### config.mk
export PLATFORM = sky130hd
export DESIGN_NAME = pipe_idle_detect
export DESIGN_NICKNAME = d
export VERILOG_FILES = /design/src/rtl/pid_pkg.sv /design/src/rtl/pid_history.sv /design/src/rtl/pid_stage_flags.sv /design/src/rtl/pid_counter.sv /design/src/rtl/pipe_idle_detect.sv
export SDC_FILE = /design/constraint.sdc
export NUM_CORES = 1
export LEC_CHECK = 0
export BUFFER_PORTS_ARGS = -buffer_cell sky130_fd_sc_hd__buf_2
export CORE_MARGIN = 2
export CORE_UTILIZATION = 50
export CTS_CLUSTER_DIAMETER = 40
export CTS_CLUSTER_SIZE = 8
export DETAILED_ROUTE_END_ITERATION = 6
export PLACE_DENSITY = 0.78
export SYNTH_ARGS = -nofsm -noshare
export SYNTH_HDL_FRONTEND = slang
export SYNTH_HIERARCHICAL = 1
export SYNTH_SLANG_ARGS = --single-unit
### constraint.sdc
create_clock -name clk -period 9.7 [get_ports clk]
set_input_delay 1.94 -clock clk [delete_from_list [all_inputs] [get_ports clk]]
set_output_delay 1.94 -clock clk [all_outputs]
set_load 0.01 [all_outputs]
### src/rtl/pid_pkg.sv
package pid_pkg;

  function automatic logic [15:0] sat_step(input logic [15:0] cur,
                                           input logic [1:0]  up,
                                           input logic [1:0]  down,
                                           input logic [15:0] maxv);
    logic [17:0] sum;
    logic [17:0] diff;
    sum = {2'b00, cur} + {16'd0, up};
    if (sum < {16'd0, down}) begin
      return 16'd0;
    end
    diff = sum - {16'd0, down};
    if (diff > {2'b00, maxv}) begin
      return maxv;
    end
    return diff[15:0];
  endfunction

endpackage

### src/rtl/pid_history.sv
module pid_history #(
  parameter int LATENCY = 4
) (
  input  logic clk,
  input  logic rst,
  input  logic clear,
  input  logic act_pulse,
  input  logic advance,
  output logic mark_add,
  output logic mark_drop
);

  logic [LATENCY-1:0] hist;

  always_comb begin
    mark_drop = advance & hist[LATENCY-1];
    mark_add  = act_pulse & (advance | ~hist[0]);
  end

  always_ff @(posedge clk) begin
    if (rst || clear) begin
      hist <= '0;
    end else begin
      if (advance) begin
        hist <= {hist[LATENCY-2:0], act_pulse};
      end else if (act_pulse) begin
        hist[0] <= 1'b1;
      end
    end
  end

  AST_SHIFT_ORDER: assert property (@(posedge clk) disable iff (rst)
    (advance && !clear) |=> hist[LATENCY-1:1] == $past(hist[LATENCY-2:0]));

  AST_SLOT0_MARK: assert property (@(posedge clk) disable iff (rst)
    (act_pulse && !clear) |=> hist[0]);

endmodule

### src/rtl/pid_stage_flags.sv
module pid_stage_flags #(
  parameter int NUM_STAGES = 4,
  parameter int IDX_W      = 2
) (
  input  logic             clk,
  input  logic             rst,
  input  logic             clear,
  input  logic             stage_req,
  input  logic             stage_set,
  input  logic [IDX_W-1:0] stage_idx,
  output logic             stage_add,
  output logic             stage_drop
);

  logic [NUM_STAGES-1:0] flags;
  logic                  idx_ok;
  logic                  cur;

  always_comb begin
    idx_ok = (32'(stage_idx) < NUM_STAGES);
    cur    = idx_ok ? flags[stage_idx] : 1'b0;
    stage_add  = stage_req & idx_ok & stage_set & ~cur;
    stage_drop = stage_req & idx_ok & ~stage_set & cur;
  end

  for (genvar g = 0; g < NUM_STAGES; g++) begin : g_flag
    always_ff @(posedge clk) begin
      if (rst || clear) begin
        flags[g] <= 1'b0;
      end else if (stage_req && idx_ok && 32'(stage_idx) == g) begin
        flags[g] <= stage_set;
      end
    end
  end

  AST_DUP_IGNORED: assert property (@(posedge clk) disable iff (rst)
    (stage_req && !clear && idx_ok && (flags[stage_idx] == stage_set)) |=> $stable(flags));

  AST_FLAG_SET: assert property (@(posedge clk) disable iff (rst)
    (stage_req && stage_set && idx_ok && !clear) |=> flags[$past(stage_idx)]);

endmodule

### src/rtl/pid_counter.sv
module pid_counter
  import pid_pkg::*;
#(
  parameter int CNT_W = 8
) (
  input  logic             clk,
  input  logic             rst,
  input  logic             clear,
  input  logic             mark_add,
  input  logic             mark_drop,
  input  logic             stage_add,
  input  logic             stage_drop,
  input  logic             preload_en,
  input  logic [CNT_W-1:0] preload_val,
  output logic [CNT_W-1:0] count,
  output logic             active
);

  localparam logic [15:0] MAXV = 16'((64'd1 << CNT_W) - 1);

  logic [1:0]       up;
  logic [1:0]       down;
  logic [15:0]      stepped;
  logic [CNT_W-1:0] nxt;

  always_comb begin
    up      = {1'b0, mark_add} + {1'b0, stage_add};
    down    = {1'b0, mark_drop} + {1'b0, stage_drop};
    stepped = sat_step(16'(count), up, down, MAXV);
    nxt     = preload_en ? preload_val : stepped[CNT_W-1:0];
  end

  always_ff @(posedge clk) begin
    if (rst || clear) begin
      count  <= '0;
      active <= 1'b0;
    end else begin
      count  <= nxt;
      active <= (nxt != '0);
    end
  end

  AST_ACTIVE_MATCH: assert property (@(posedge clk) disable iff (rst)
    active == (count != '0));

  AST_CLEAR_ZERO: assert property (@(posedge clk) disable iff (rst)
    clear |=> (count == '0) && !active);

  AST_PRELOAD: assert property (@(posedge clk) disable iff (rst)
    (preload_en && !clear) |=> count == $past(preload_val));

endmodule

### src/rtl/pipe_idle_detect.sv
module pipe_idle_detect #(
  parameter int LATENCY    = 4,
  parameter int NUM_STAGES = 4,
  parameter int CNT_W      = 8,
  localparam int IDX_W     = (NUM_STAGES > 1) ? $clog2(NUM_STAGES) : 1
) (
  input  logic             clk,
  input  logic             rst,
  input  logic             clear,
  input  logic             act_pulse,
  input  logic             advance,
  input  logic             stage_req,
  input  logic             stage_set,
  input  logic [IDX_W-1:0] stage_idx,
  input  logic             preload_en,
  input  logic [CNT_W-1:0] preload_val,
  output logic [CNT_W-1:0] count,
  output logic             active
);

  logic mark_add;
  logic mark_drop;
  logic stage_add;
  logic stage_drop;

  pid_history #(.LATENCY(LATENCY)) u_hist (
    .clk       (clk),
    .rst       (rst),
    .clear     (clear),
    .act_pulse (act_pulse),
    .advance   (advance),
    .mark_add  (mark_add),
    .mark_drop (mark_drop)
  );

  pid_stage_flags #(.NUM_STAGES(NUM_STAGES), .IDX_W(IDX_W)) u_flags (
    .clk        (clk),
    .rst        (rst),
    .clear      (clear),
    .stage_req  (stage_req),
    .stage_set  (stage_set),
    .stage_idx  (stage_idx),
    .stage_add  (stage_add),
    .stage_drop (stage_drop)
  );

  pid_counter #(.CNT_W(CNT_W)) u_cnt (
    .clk         (clk),
    .rst         (rst),
    .clear       (clear),
    .mark_add    (mark_add),
    .mark_drop   (mark_drop),
    .stage_add   (stage_add),
    .stage_drop  (stage_drop),
    .preload_en  (preload_en),
    .preload_val (preload_val),
    .count       (count),
    .active      (active)
  );

endmodule

# --- Word-level counts from Yosys, hierarchy flattened ---
# Cells that the tools add are included.
# W data, S select, Z words.
totals:
  register_bits: 17
  latch_bits: 0
  mem_bits_rw: 0
  romBits: 0
  in_bits: 18
  output_inout_bits: 9
  memories: 0
op_classes:
  addsub: 4
  n_mul: 0
  div_mod_pow: 0
  magnitude_cmp: 3
  eq_ne: 3
  shifts: 0
  mux: 12
  bitwise: 10
  n_reduce_logical: 8
op_table:
  columns: ["op", "n"]
  rows:
  - ["$mux W8", 5]
  - ["$gt A18 B8 Y1 const B", 1]
  - ["$lt A18 B2 Y1", 1]
  - ["$sub A9 B2 Y10", 1]
  - ["$add A8 B2 Y9", 1]
  - ["$reduce_bool A8 Y1", 1]
  - ["$and A1 B1 Y1", 6]
  - ["$mux W1", 6]
  - ["$add A1 B1 Y2", 2]
  - ["$eq A2 B2 Y1 const B", 2]
  - ["$logic_and A1 B1 Y1", 4]
  - ["$lt A2 B3 Y1 const B", 1]
  - ["$not A1 Y1", 3]
  - ["$bmux W1 S2", 1]
  - ["$eq A2 B1 Y1 const B", 1]
  - ["$logic_not A2 Y1", 1]
  - ["$reduce_bool A2 Y1", 1]
  - ["$logic_or A1 B1 Y1", 1]
  - ["$or A1 B1 Y1", 1]

# --- Logic depth before layout (Yosys ltp) ---
# Gate-level depths: netlist of the first run.
depth:
  word_depth: 14
  mapped_depth: 14

# --- Cells and area by module ---
# The synthesis of the first run kept the hierarchy.
modules_own_cells:
  columns: ["module", "n_inst", "cells_per_inst", "area_per_inst_um2", "seq_area_each_um2"]
  rows:
  - ["pid_counter", 1, 121, 969.7, 180.2]
  - ["pid_stage_flags", 1, 21, 230.2, 80.1]
  - ["pid_history", 1, 15, 155.1, 80.1]

# --- Least setup slack after synthesis of the first run ---
# Ideal clock, no wire load.
synth_timing:
  kind: "input-to-reg"
  from: "input stage_idx[0]"
  to: "register u_cnt.active"
  setup_time_ns: 0.132
  arrival_ns: 4.976
  required_time_ns: 9.568
  slack_ns: 4.592
  path_stages: 13
  n_path_buf: 0
  cell_sequence: "mux4_2 nor2_1 inv_1 fa_1 inv_1 ha_1 ha_1 a211oi_2 mux2i_1 xnor2_1 or4_1 o41ai_2 nand3b_1"
synth_between:
  elab_chain_len: 14
synth_rtl:
  columns: ["item", "line_no", "text"]
  rows:
  - ["start, declared", "pipe_idle_detect.sv:14", "input logic [IDX_W-1:0] stage_idx,"]
  - ["$bmux W1 S2 *", "pid_stage_flags.sv:21", "cur = idx_ok ? flags[stage_idx] : 1'b0;"]
  - ["$mux W1 (implied by the code) *", "pid_stage_flags.sv:21", null]
  - ["$not A1 Y1 *", "pid_stage_flags.sv:22", "stage_add = stage_req & idx_ok & stage_set & ~cur;"]
  - ["$and A1 B1 Y1 *", "pid_stage_flags.sv:22", null]
  - ["via stage_add", "pipe_idle_detect.sv:23", "logic stage_add;"]
  - ["$add A1 B1 Y2 *", "pid_counter.sv:27", "up = {1'b0, mark_add} + {1'b0, stage_add};"]
  - ["$add A8 B2 Y9 *", "pid_pkg.sv:9", "sum = {2'b00, cur} + {16'd0, up};"]
  - ["$sub A9 B2 Y10", "pid_pkg.sv:13", "diff = sum - {16'd0, down};"]
  - ["$gt A18 B8 Y1", "pid_pkg.sv:14", "if (diff > {2'b00, maxv}) begin"]
  - ["$mux W1", "pid_pkg.sv:14", null]
  - ["$mux W1", "pid_pkg.sv:13", null]
  - ["$mux W8", "pid_pkg.sv:17", "return diff[15:0];"]
  - ["$mux W8 *", "pid_pkg.sv:13", null]
  - ["$mux W8 *", "pid_counter.sv:30", "nxt = preload_en ? preload_val : stepped[CNT_W-1:0];"]
  - ["$reduce_bool A8 Y1 *", "pid_counter.sv:39", "active <= (nxt != '0);"]
  - ["end signal, assigned", "pid_counter.sv:39", null]
  - ["end, declared", "pid_counter.sv:16", "output logic active"]
# Mark *: on every way through the listed nets, which the timed path passes. The rest lies on a longest branch. The select of a mux whose other input is x is not followed.
# A chain may end at the register's enable or synchronous reset.

# --- Final worst setup path of the first run ---
# Ends and elaborated chain as after synthesis.

==> results of run 1 <==
[sequential cells by signal (all words and copies together) (netlist names)]
register	cells
u_hist/hist	4
u_cnt/active	1
u_cnt/count	8
u_flags/flags	4
[per-layer routing]
layer / wire, um / global-route usage / up-vias
li1: - / - / 609
met1: 1390 / 0.240 / 614
met2: 1670 / 0.383 / 34
met3: 110 / 0.0256 / 4
met4: 28 / 0.0952 / 0
met5: 0 / 0 / -
[logic make-up after synthesis]
kind of cell	after synthesis
flops	17
compound gates	39
fa+ha+maj	6
xor+xnor	10
mux	9
simple gates	59
buf+inv	17
[metrics by stage]
| stage | util | hold slack, ns |
|---|---|---|
| detailed placement | 0.579 | 0.532 |
| global route | 0.590 | 0.584 |
| CTS | 0.590 | 0.543 |
| floorplan | - | 0.489 |
| global placement | 0.579 | 0.509 |
| finish | 0.590 | 0.536 |
[power by group]
part / switching (mW) / internal (mW)
Sequential: 0.00413 / 0.0726
Clock: 0.0211 / 0.0159
Combinational: 0.0229 / 0.0188
[critical path, delay by kind of cell]
family / cells / cell delay (ns)
adders and majority gates: 3 / 0.98
muxes: 2 / 0.77
AOI/OAI and AO/OA: 2 / 0.68
and+or+nand+nor: 3 / 0.62
buffers and inverters: 3 / 0.26
xor gates and xnor gates: 1 / 0.10
[cell usage in the layout, fill, tap and decap left out, drive strengths merged, types with 2 or more instances in the layout]
cell | netlist | routed
fa | 2 | 2
a31oi | 3 | 3
o21a | 2 | 2
nor4 | 2 | 2
nor3 | 8 | 8
nor2 | 7 | 7
o21bai | 2 | 2
or2 | 2 | 2
and3b | 2 | 2
nand3b | 3 | 3
or3b | 5 | 5
clkbuf | 3 | 4
buf | 6 | 26
nand3 | 5 | 5
nand2 | 10 | 10
nor2b | 3 | 3
and3 | 4 | 4
o211ai | 2 | 2
a21oi | 13 | 13
a21boi | 2 | 2
xnor2 | 9 | 9
o21ai | 7 | 7
a211oi | 2 | 2
dfxtp | 17 | 17
or4 | 2 | 2
mux2i | 8 | 8
ha | 4 | 4
and2 | 2 | 2
inv | 7 | 7
[layout make-up]
type | count | area (sq um) | share of cell area
multi-input cells | 123 | 910 | 0.611
flip-flops and latches | 17 | 340 | 0.229
repair buffers | 26 | 130 | 0.0875
inverters | 8 | 43.8 | 0.0294
well taps | 30 | 37.5 | 0.0252
clock buffers | 4 | 26.3 | 0.0177
[how the worst max path moves through the flow]
stage,cells after the start,slack (ns),to,startpoint
6_report,14,4.51,u_cnt/active,stage_idx[0]
5_1_grt,14,4.36,u_cnt/active,stage_idx[0]
4_1_cts,14,4.53,u_cnt/active,stage_idx[0]
3_5_place_dp,14,4.24,u_cnt/active,stage_idx[0]
3_3_place_gp,14,4.32,u_cnt/active,stage_idx[0]
2_1_floorplan,13,4.59,u_cnt/active,stage_idx[0]
==> results.txt, run 1 <==
----------------------------------------------------
[Run status]
  Result of the run ... complete, no violations

[Yosys]
  Dominant combinational cell family by area after synthesis ... simple AND/OR/NAND/NOR gates
  Count of flip-flops with a built-in enable after synthesis ... 0
  Fraction of synthesis flops using an asynchronous set or reset pin ... 0
  List of most frequent post-synthesis cells ... sky130_fd_sc_hd__dfxtp_1, sky130_fd_sc_hd__a21oi_1, sky130_fd_sc_hd__nand2_1
  Number of distinct standard cells referenced by the synthesized netlist ... 52
  Total number of yosys warnings ... 6
  Compound-gate portion of the synthesized area ... 0.210
  Post-synthesis cell type with the largest combined area ... sky130_fd_sc_hd__dfxtp_1
  Fraction of synthesized area in multiplexers ... 0.0757
  Synthesized netlist net count ... 181
  Synth top area cells ... sky130_fd_sc_hd__dfxtp_1, sky130_fd_sc_hd__mux2i_1, sky130_fd_sc_hd__xnor2_1
  Synth top area share ... 0.251
  Post-Synthesis Mean Instance Area ... 8.63 sq um
  Primary FF master, synth ... sky130_fd_sc_hd__dfxtp_1
  Simple-gate portion of the synthesized area ... 0.255
  Parity-gate share of the synthesized area counting xor and xnor cells ... 0.0646
  Post-synthesis register bit count ... 17
  Most common cell in the netlist ... sky130_fd_sc_hd__dfxtp_1
  Post-synthesis instance area ... 1360 sq um
  Share of synthesized area occupied by flip-flops and latches ... 0.251
  Instance count of the mapped netlist ... 157
  Arithmetic-cell share of the synthesized area counting full adders, half adders and majority gates ... 0.0665

[Power and ir drop]
  Worst IR Drop VDD ... 0.103 mV
  Leakage dissipation ... 0.629 nW
  Power consumption ... 155 uW
  Power per standard cell area ... 104 nW/um^2

[GRT]
  Pin count of the biggest net entering global routing ... 14
  Via count of the first global-routing pass ... 1296
  First-pass GRT wire length ... 5.41 mm
  GRT overflow ... 0
  All-Layer GR Usage ... 0.210
  Antenna violations before repair ... 0

[Setup path]
  Worst setup path class ... primary input to register
  Endpoint type of the worst setup path ... register
  Longest individual stage delay on the worst path ... 0.51 ns
  Worst EP arrival ... 5.35 ns
  Endpoint of the most critical register-to-register path ... u_cnt/active
  Reg2reg setup slack ... 6.01 ns
  Sort of element at the start of the critical path ... primary input
  Chain of cells forming the critical path ... buf_2, mux4_2, nor2_1, inv_1, fa_1, inv_1, ha_1, ha_1, a211oi_2, mux2i_1, xnor2_1, or4_1, o41ai_2, nand3b_1
  Cell with the largest stage delay on the worst path ... sky130_fd_sc_hd__mux4_2
  Crit path required time ... 9.86 ns
  Beginning of the worst register-to-register path ... u_flags/flags[3]
  Length in cells of the worst reg-to-reg path ... 13
  Critical path peak fanout ... 5

[Route]
  Routed via count ... 1261
  Routed WL per cell ... 15.4 um
  Initial drt markers ... 39
  Wire length after detailed routing ... 3.20 mm
  Drc violations ... 0
  Number of nets still failing antenna checks after routing ... 0
  Number of detailed-route iterations in the first pass ... 4
  Average via count per standard cell ... 6.06

[Clocking]
  Total number of clock tree sinks ... 17
  Latest clock arrival within the worst-skew pair ... 0.28 ns
  Clock slew seen by the registers of the worst setup and hold paths ... 0.09 ns
  CTS hold repair buffers ... 0
  H-tree depth reported by CTS ... 1
  Clock tree from TritonCTS ... yes
  Max Root-Sink Buffers ... 2
  Gates resized, CTS repair ... 0
  Clock tree root buffer cell ... sky130_fd_sc_hd__clkbuf_4
  Total clock buffers created by CTS ... 3
  Post-CTS setup buffer count ... 0

[Floorplan]
  Top-level I/O count ... 27
  Initial core utilization ... 0.537
  FP Rows ... 18
  Die outline width ... 56.1 um
  Area of the core ... 2520 sq um
  Die Y-Extent ... 56.1 um
  Floorplan die area ... 3140 sq um

[Finish]
  Fill cell total of the finished layout ... 247
  Syn-to-layout area delta ... 9.79%
  N_diodes ... 0
  Fin nets ... 203
  Finished Layout Cells ... 208
  Proportion of layout cells with a drive suffix above 1 ... 0.258
  Cell area after layout ... 1490 sq um

[Min path]
  Cell depth of the worst hold path ... 2
  Terminating pin of the worst hold path ... u_hist/hist[3]
  Kind of path behind the tightest hold check ... register to register
  Hold path startpoint ... u_hist/hist[3]

[Placed design]
  DPL Wire Length ... 2.48 mm
  Count of buffers inserted at the top-level ports ... 26
  Minimum setup slack after placement ... 4.24 ns
  Total placed instance area ... 1460 sq um
  Final estimated routing congestion in global placement ... 0.801
  Placed cell count ... 204

[STA]
  Worst Setup Slack, final ... 4.51 ns
  Summed negative setup slack over all endpoints ... 0 ns
  Final Slew Violations ... 0
  Endpoints failing setup ... 0
  Final worst-path cycle share ... 0.535
  Max Clock Freq ... 0.193 GHz
  Clock skew ... 0.00983 ns
  Final hold violations ... 0
  RSZ-0062 raised after global routing ... no
  Remaining max-slew budget at the tightest pin ... 0.700
  Actual slew at the worst max-slew pin ... 0.450 ns
  Shortest period the worst path allows ... 5.19 ns

[Job]
  Max-cap violation count ... 0

----------------------------------------------------
Note: power is estimated with default switching activity, not from simulation.
==> run 2: changes to the inputs <==
Clock period 9.7 ns to 4.8 ns, I/O delays scaled along.
==> run 2 against run 1 <==
Net effect:
- global-route usage grew 0.12 points
- register-to-register slack lost 4.9 ns
- critical path depth is the same
- sequential power grew 100%
==> results.txt, run 2 (same netlist as run 1, synthesis figures left out) <==
----------------------------------------------------
[Power and ir drop]
  Clock network fraction of total power ... 0.241
  Gate power share ... 0.267
  Internal power ... 217 uW
  Switching power total ... 98.1 uW
  Sequential share of power ... 0.492
  Leakage dissipation ... 0.629 nW
  Worst IR Drop VDD ... 0.210 mV
  Fraction of power spent switching nets ... 0.311
  Power per standard cell area ... 212 nW/um^2

[Route]
  Number of detailed-route iterations in the first pass ... 4
  Number of nets still failing antenna checks after routing ... 0
  Initial drt markers ... 53
  Routed WL per cell ... 15.4 um
  Average via count per standard cell ... 6.18
  Wire length after detailed routing ... 3.19 mm
  Drc violations ... 0
  Routed via count ... 1286

[Clocking]
  Post-CTS setup buffer count ... 0
  Clock tree root buffer cell ... sky130_fd_sc_hd__clkbuf_4
  Max Root-Sink Buffers ... 2
  H-tree depth reported by CTS ... 1
  Gates resized, CTS repair ... 0
  Clock slew seen by the registers of the worst setup and hold paths ... 0.09 ns
  Total number of clock tree sinks ... 17
  Latest clock arrival within the worst-skew pair ... 0.29 ns
  Clock tree from TritonCTS ... yes
  CTS hold repair buffers ... 0
  Total clock buffers created by CTS ... 3

[Placed design]
  Count of buffers inserted at the top-level ports ... 26
  DPL Wire Length ... 2.49 mm
  Final estimated routing congestion in global placement ... 0.801

[STA]
  Max Clock Freq ... 0.236 GHz
  RSZ-0062 raised after global routing ... no
  Summed negative setup slack over all endpoints ... 0 ns
  Endpoints failing setup ... 0
  Shortest period the worst path allows ... 4.24 ns
  Actual slew at the worst max-slew pin ... 0.472 ns
  Clock skew ... 0.00567 ns
  Remaining max-slew budget at the tightest pin ... 0.683
  Final Slew Violations ... 0
  Worst Hold Slack ... 0.542 ns
  Final hold violations ... 0
  Final worst-path cycle share ... 0.883

[Job]
  Max-cap violation count ... 0

[GRT]
  Pin count of the biggest net entering global routing ... 14
  Via count of the first global-routing pass ... 1307
  Antenna violations before repair ... 0
  First-pass GRT wire length ... 5.42 mm
  GRT overflow ... 0
  All-Layer GR Usage ... 0.211

[Finish]
  Largest registers ranked by flip-flop count ... u_cnt/count (8), u_flags/flags (4), u_hist/hist (4)
  Register bank with the most flops ... u_cnt/count
  Core occupancy in the finished layout ... 0.590
  Commonest non-fill, non-tap cells in the layout ... sky130_fd_sc_hd__buf_2, sky130_fd_sc_hd__dfxtp_1, sky130_fd_sc_hd__a21oi_1, sky130_fd_sc_hd__nand2_1, sky130_fd_sc_hd__xnor2_1
  Most common cell after layout, fill and taps aside ... sky130_fd_sc_hd__buf_2
  N_diodes ... 0
  Syn-to-layout area delta ... 9.79%
  Proportion of layout cells with a drive suffix above 1 ... 0.258
  Flip-flop count of the largest register, all copies and words added ... 8
  Fin nets ... 203
  Fill cell total of the finished layout ... 244

[Setup path]
  Worst setup path class ... primary input to register
  Endpoint type of the worst setup path ... register
  Critical path peak fanout ... 9
  Reg2reg setup slack ... 1.08 ns
  Worst EP arrival ... 4.45 ns
  Crit path required time ... 5.01 ns
  Sort of element at the start of the critical path ... primary input

[Floorplan]
  Die Y-Extent ... 56.1 um
  Floorplan die area ... 3140 sq um
  Die outline width ... 56.1 um
  Area of the core ... 2520 sq um
  FP Rows ... 18
  Initial core utilization ... 0.537
  Top-level I/O count ... 27

[Min path]
  Kind of path behind the tightest hold check ... register to register

[Run status]
  Result of the run ... complete, no violations

----------------------------------------------------
[run 2: cell counts in the layout (fill, tap and decap cells not counted)]
Identical to the previous run, type by type.
[run 2: worst paths after layout]
kind | startpoint | to | depth (start not counted)
setup / recovery | stage_idx[0] | u_cnt/count[5] | 14
hold / removal | u_hist/hist[3] | u_hist/hist[3] | 2
setup reg to reg | u_flags/flags[3] | u_cnt/count[5] | 13
hold reg to reg | u_hist/hist[3] | u_hist/hist[3] | 2
[run 2: power by group through the flow]
| stage | sequential (mW) | combinational, mW | clock [mW] |
|---|---|---|---|
| floorplan | 0.155 | 0.0596 | 0 |
| global route | 0.156 | 0.0924 | 0.0837 |
| detailed placement | 0.158 | 0.0823 | 0 |
| global placement | 0.158 | 0.0797 | 0 |
| CTS | 0.155 | 0.0831 | 0.0787 |
| finish | 0.155 | 0.0840 | 0.0760 |
[run 2: final cells by class]
cell class,instances,area (sq um),share of cell area
multi-input combinational,123,910,0.611
sequential,17,340,0.229
timing repair buffer,26,130,0.0875
inverter,8,43.8,0.0294
tap,30,37.5,0.0252
clock buffer,4,26.3,0.0177
[run 2: worst max-delay path: stages]
cell	delay, ns
sky130_fd_sc_hd__buf_2	0.13
sky130_fd_sc_hd__mux4_2	0.51
sky130_fd_sc_hd__nor2_1	0.10
sky130_fd_sc_hd__inv_1	0.06
sky130_fd_sc_hd__fa_1	0.40
sky130_fd_sc_hd__inv_1	0.08
sky130_fd_sc_hd__ha_1	0.26
sky130_fd_sc_hd__fa_1	0.50
sky130_fd_sc_hd__nor4_1	0.39
sky130_fd_sc_hd__a21o_1	0.25
sky130_fd_sc_hd__a21oi_1	0.14
sky130_fd_sc_hd__o22ai_4	0.30
sky130_fd_sc_hd__o21ai_0	0.17
sky130_fd_sc_hd__a21oi_1	0.21
[run 2: through the flow]
step           total power, mW  instances  cell area [sq um]  setup slack (ns)
6_report                 0.315        208               1490             0.560
2_1_floorplan            0.215        157               1360             0.672
3_3_place_gp             0.238        204               1460             0.399
4_1_cts                  0.317        208               1490             0.627
3_5_place_dp             0.241        204               1460             0.327
5_1_grt                  0.333        208               1490             0.364
[run 2: per-layer routing]
layer  global-route usage  vias to the layer above  part of all wire
met3               0.0256                        4             0.034
met5                    0                        -                 0
met4                0.102                        0            0.0094
li1                     -                      611                 -
met1                0.245                      633              0.44
met2                0.378                       38              0.52
==> run 3: changes to the inputs <==
Settings changed: PLACE_DENSITY 0.78 to 0.74.
==> run 3 against run 2 <==
Net effect:
- maximum frequency up 1.0%
- highest routed layer unchanged
- hold slack worse by 0.0048 ns
- register-to-register slack better by 0.05 ns
- clock-buffer cell count down 1
- clock skew down 0.0049 ns
- critical path type unchanged
==> results.txt, run 3 (same netlist as run 1, synthesis figures left out) <==
----------------------------------------------------
[Floorplan]
  Floorplan die area ... 3140 sq um
  Area of the core ... 2520 sq um
  FP Rows ... 18
  Initial core utilization ... 0.537
  Die outline width ... 56.1 um
  Top-level I/O count ... 27
  Die Y-Extent ... 56.1 um

[Route]
  Initial drt markers ... 35
  Routed via count ... 1239
  Drc violations ... 0
  Routed WL per cell ... 14.8 um
  Number of nets still failing antenna checks after routing ... 0
  Number of detailed-route iterations in the first pass ... 5
  Wire length after detailed routing ... 3.08 mm
  Average via count per standard cell ... 5.96

[Setup path]
  Sort of element at the start of the critical path ... primary input
  Worst setup path class ... primary input to register
  Endpoint type of the worst setup path ... register
  Critical path peak fanout ... 9
  Crit path required time ... 4.97 ns
  Worst EP arrival ... 4.37 ns

[Min path]
  Kind of path behind the tightest hold check ... register to register

[Finish]
  Fill cell total of the finished layout ... 240
  Flip-flop count of the largest register, all copies and words added ... 8
  Commonest non-fill, non-tap cells in the layout ... sky130_fd_sc_hd__buf_2, sky130_fd_sc_hd__dfxtp_1, sky130_fd_sc_hd__a21oi_1, sky130_fd_sc_hd__nand2_1, sky130_fd_sc_hd__xnor2_1
  Register bank with the most flops ... u_cnt/count
  N_diodes ... 0
  Proportion of layout cells with a drive suffix above 1 ... 0.264
  Largest registers ranked by flip-flop count ... u_cnt/count (8), u_flags/flags (4), u_hist/hist (4)
  Cell area after layout ... 1490 sq um
  Syn-to-layout area delta ... 9.88%
  Finished Layout Cells ... 208
  Fin nets ... 203
  Core occupancy in the finished layout ... 0.590
  Area taken by flip-flops and latches ... 340 sq um
  Most common cell after layout, fill and taps aside ... sky130_fd_sc_hd__buf_2
  Footprint of the multi-input gates ... 910 sq um

[STA]
  Final hold violations ... 0
  Actual slew at the worst max-slew pin ... 0.415 ns
  Remaining max-slew budget at the tightest pin ... 0.723
  Shortest period the worst path allows ... 4.20 ns
  Final Slew Violations ... 0
  Clock skew ... 0.000724 ns
  RSZ-0062 raised after global routing ... no
  Max Clock Freq ... 0.238 GHz
  Final worst-path cycle share ... 0.875
  Endpoints failing setup ... 0
  Summed negative setup slack over all endpoints ... 0 ns

[Clocking]
  Post-CTS setup buffer count ... 0
  Gates resized, CTS repair ... 0
  Clock slew seen by the registers of the worst setup and hold paths ... 0.10 ns
  Clock tree from TritonCTS ... yes
  Clock tree root buffer cell ... sky130_fd_sc_hd__clkbuf_4
  Max Root-Sink Buffers ... 2
  Total clock buffers created by CTS ... 3
  Total number of clock tree sinks ... 17
  H-tree depth reported by CTS ... 1
  Latest clock arrival within the worst-skew pair ... 0.29 ns
  CTS hold repair buffers ... 0

[Power and ir drop]
  Power consumption ... 315 uW
  Leakage dissipation ... 0.631 nW
  Worst IR Drop VDD ... 0.219 mV
  Power per standard cell area ... 211 nW/um^2

[GRT]
  First-pass GRT wire length ... 5.24 mm
  All-Layer GR Usage ... 0.203
  GRT overflow ... 0
  Via count of the first global-routing pass ... 1220
  Pin count of the biggest net entering global routing ... 14
  Antenna violations before repair ... 0

[Run status]
  Result of the run ... complete, no violations

[Placed design]
  Count of buffers inserted at the top-level ports ... 26
  Placed cell count ... 204
  Total placed instance area ... 1460 sq um
  DPL Wire Length ... 2.39 mm
  Final estimated routing congestion in global placement ... 0.830

[Job]
  Max-cap violation count ... 0

----------------------------------------------------
==> run 3: area by class of cell <==
class / instances / share of cell area
inverters: 8 / 0.0294
clock buffers: 3 / 0.0151
repair buffers: 26 / 0.0874
flip-flops and latches: 17 / 0.229
well taps: 30 / 0.0252
multi-input cells: 123 / 0.611
clock inverters: 1 / 0.00336
==> run 3: path summary, 6_finish.rpt <==
kind | from | endpoint | slack (ns) | cells past startpoint
worst max-delay path | stage_idx[0] | u_cnt/active | 0.60 | 14
worst min-delay path | u_hist/hist[2] | u_hist/hist[2] | 0.54 | 2
worst max register to register | u_flags/flags[3] | u_cnt/active | 1.13 | 13
worst min register to register | u_hist/hist[2] | u_hist/hist[2] | 0.54 | 2
==> run 3: stage by stage <==
| step | setup WS (ns) | hold WS [ns] |
|---|---|---|
| after floorplan | 0.672 | 0.489 |
| after global placement | 0.396 | 0.513 |
| after detailed placement | 0.321 | 0.528 |
| after CTS | 0.645 | 0.541 |
| after global routing | 0.444 | 0.591 |
| final | 0.602 | 0.537 |
==> run 3: critical path, stage by stage <==
cell                       delay [ns]
sky130_fd_sc_hd__buf_2           0.13
sky130_fd_sc_hd__mux4_2          0.51
sky130_fd_sc_hd__nor2_1          0.09
sky130_fd_sc_hd__inv_1           0.05
sky130_fd_sc_hd__fa_1            0.41
sky130_fd_sc_hd__inv_1           0.08
sky130_fd_sc_hd__ha_1            0.25
sky130_fd_sc_hd__fa_1            0.50
sky130_fd_sc_hd__nor4_1          0.31
sky130_fd_sc_hd__a21oi_1         0.14
sky130_fd_sc_hd__nor2_1          0.27
sky130_fd_sc_hd__o22ai_4         0.16
sky130_fd_sc_hd__o311ai_0        0.39
sky130_fd_sc_hd__nand3b_1        0.11
==> run 3: power by group <==
group	internal, mW	switching (mW)	total, mW
clock network	0.0310	0.0458	0.0768
logic	0.0377	0.0449	0.0827
registers	0.147	0.00830	0.155
total	0.215	0.0991	0.315
==> run 3: per-layer routing <==
metal	track usage	wire, um	vias to the layer above
met4	0.0884	29	0
met1	0.257	1370	582
li1	-	-	612
met2	0.343	1550	39
met5	0	0	-
met3	0.0256	134	6
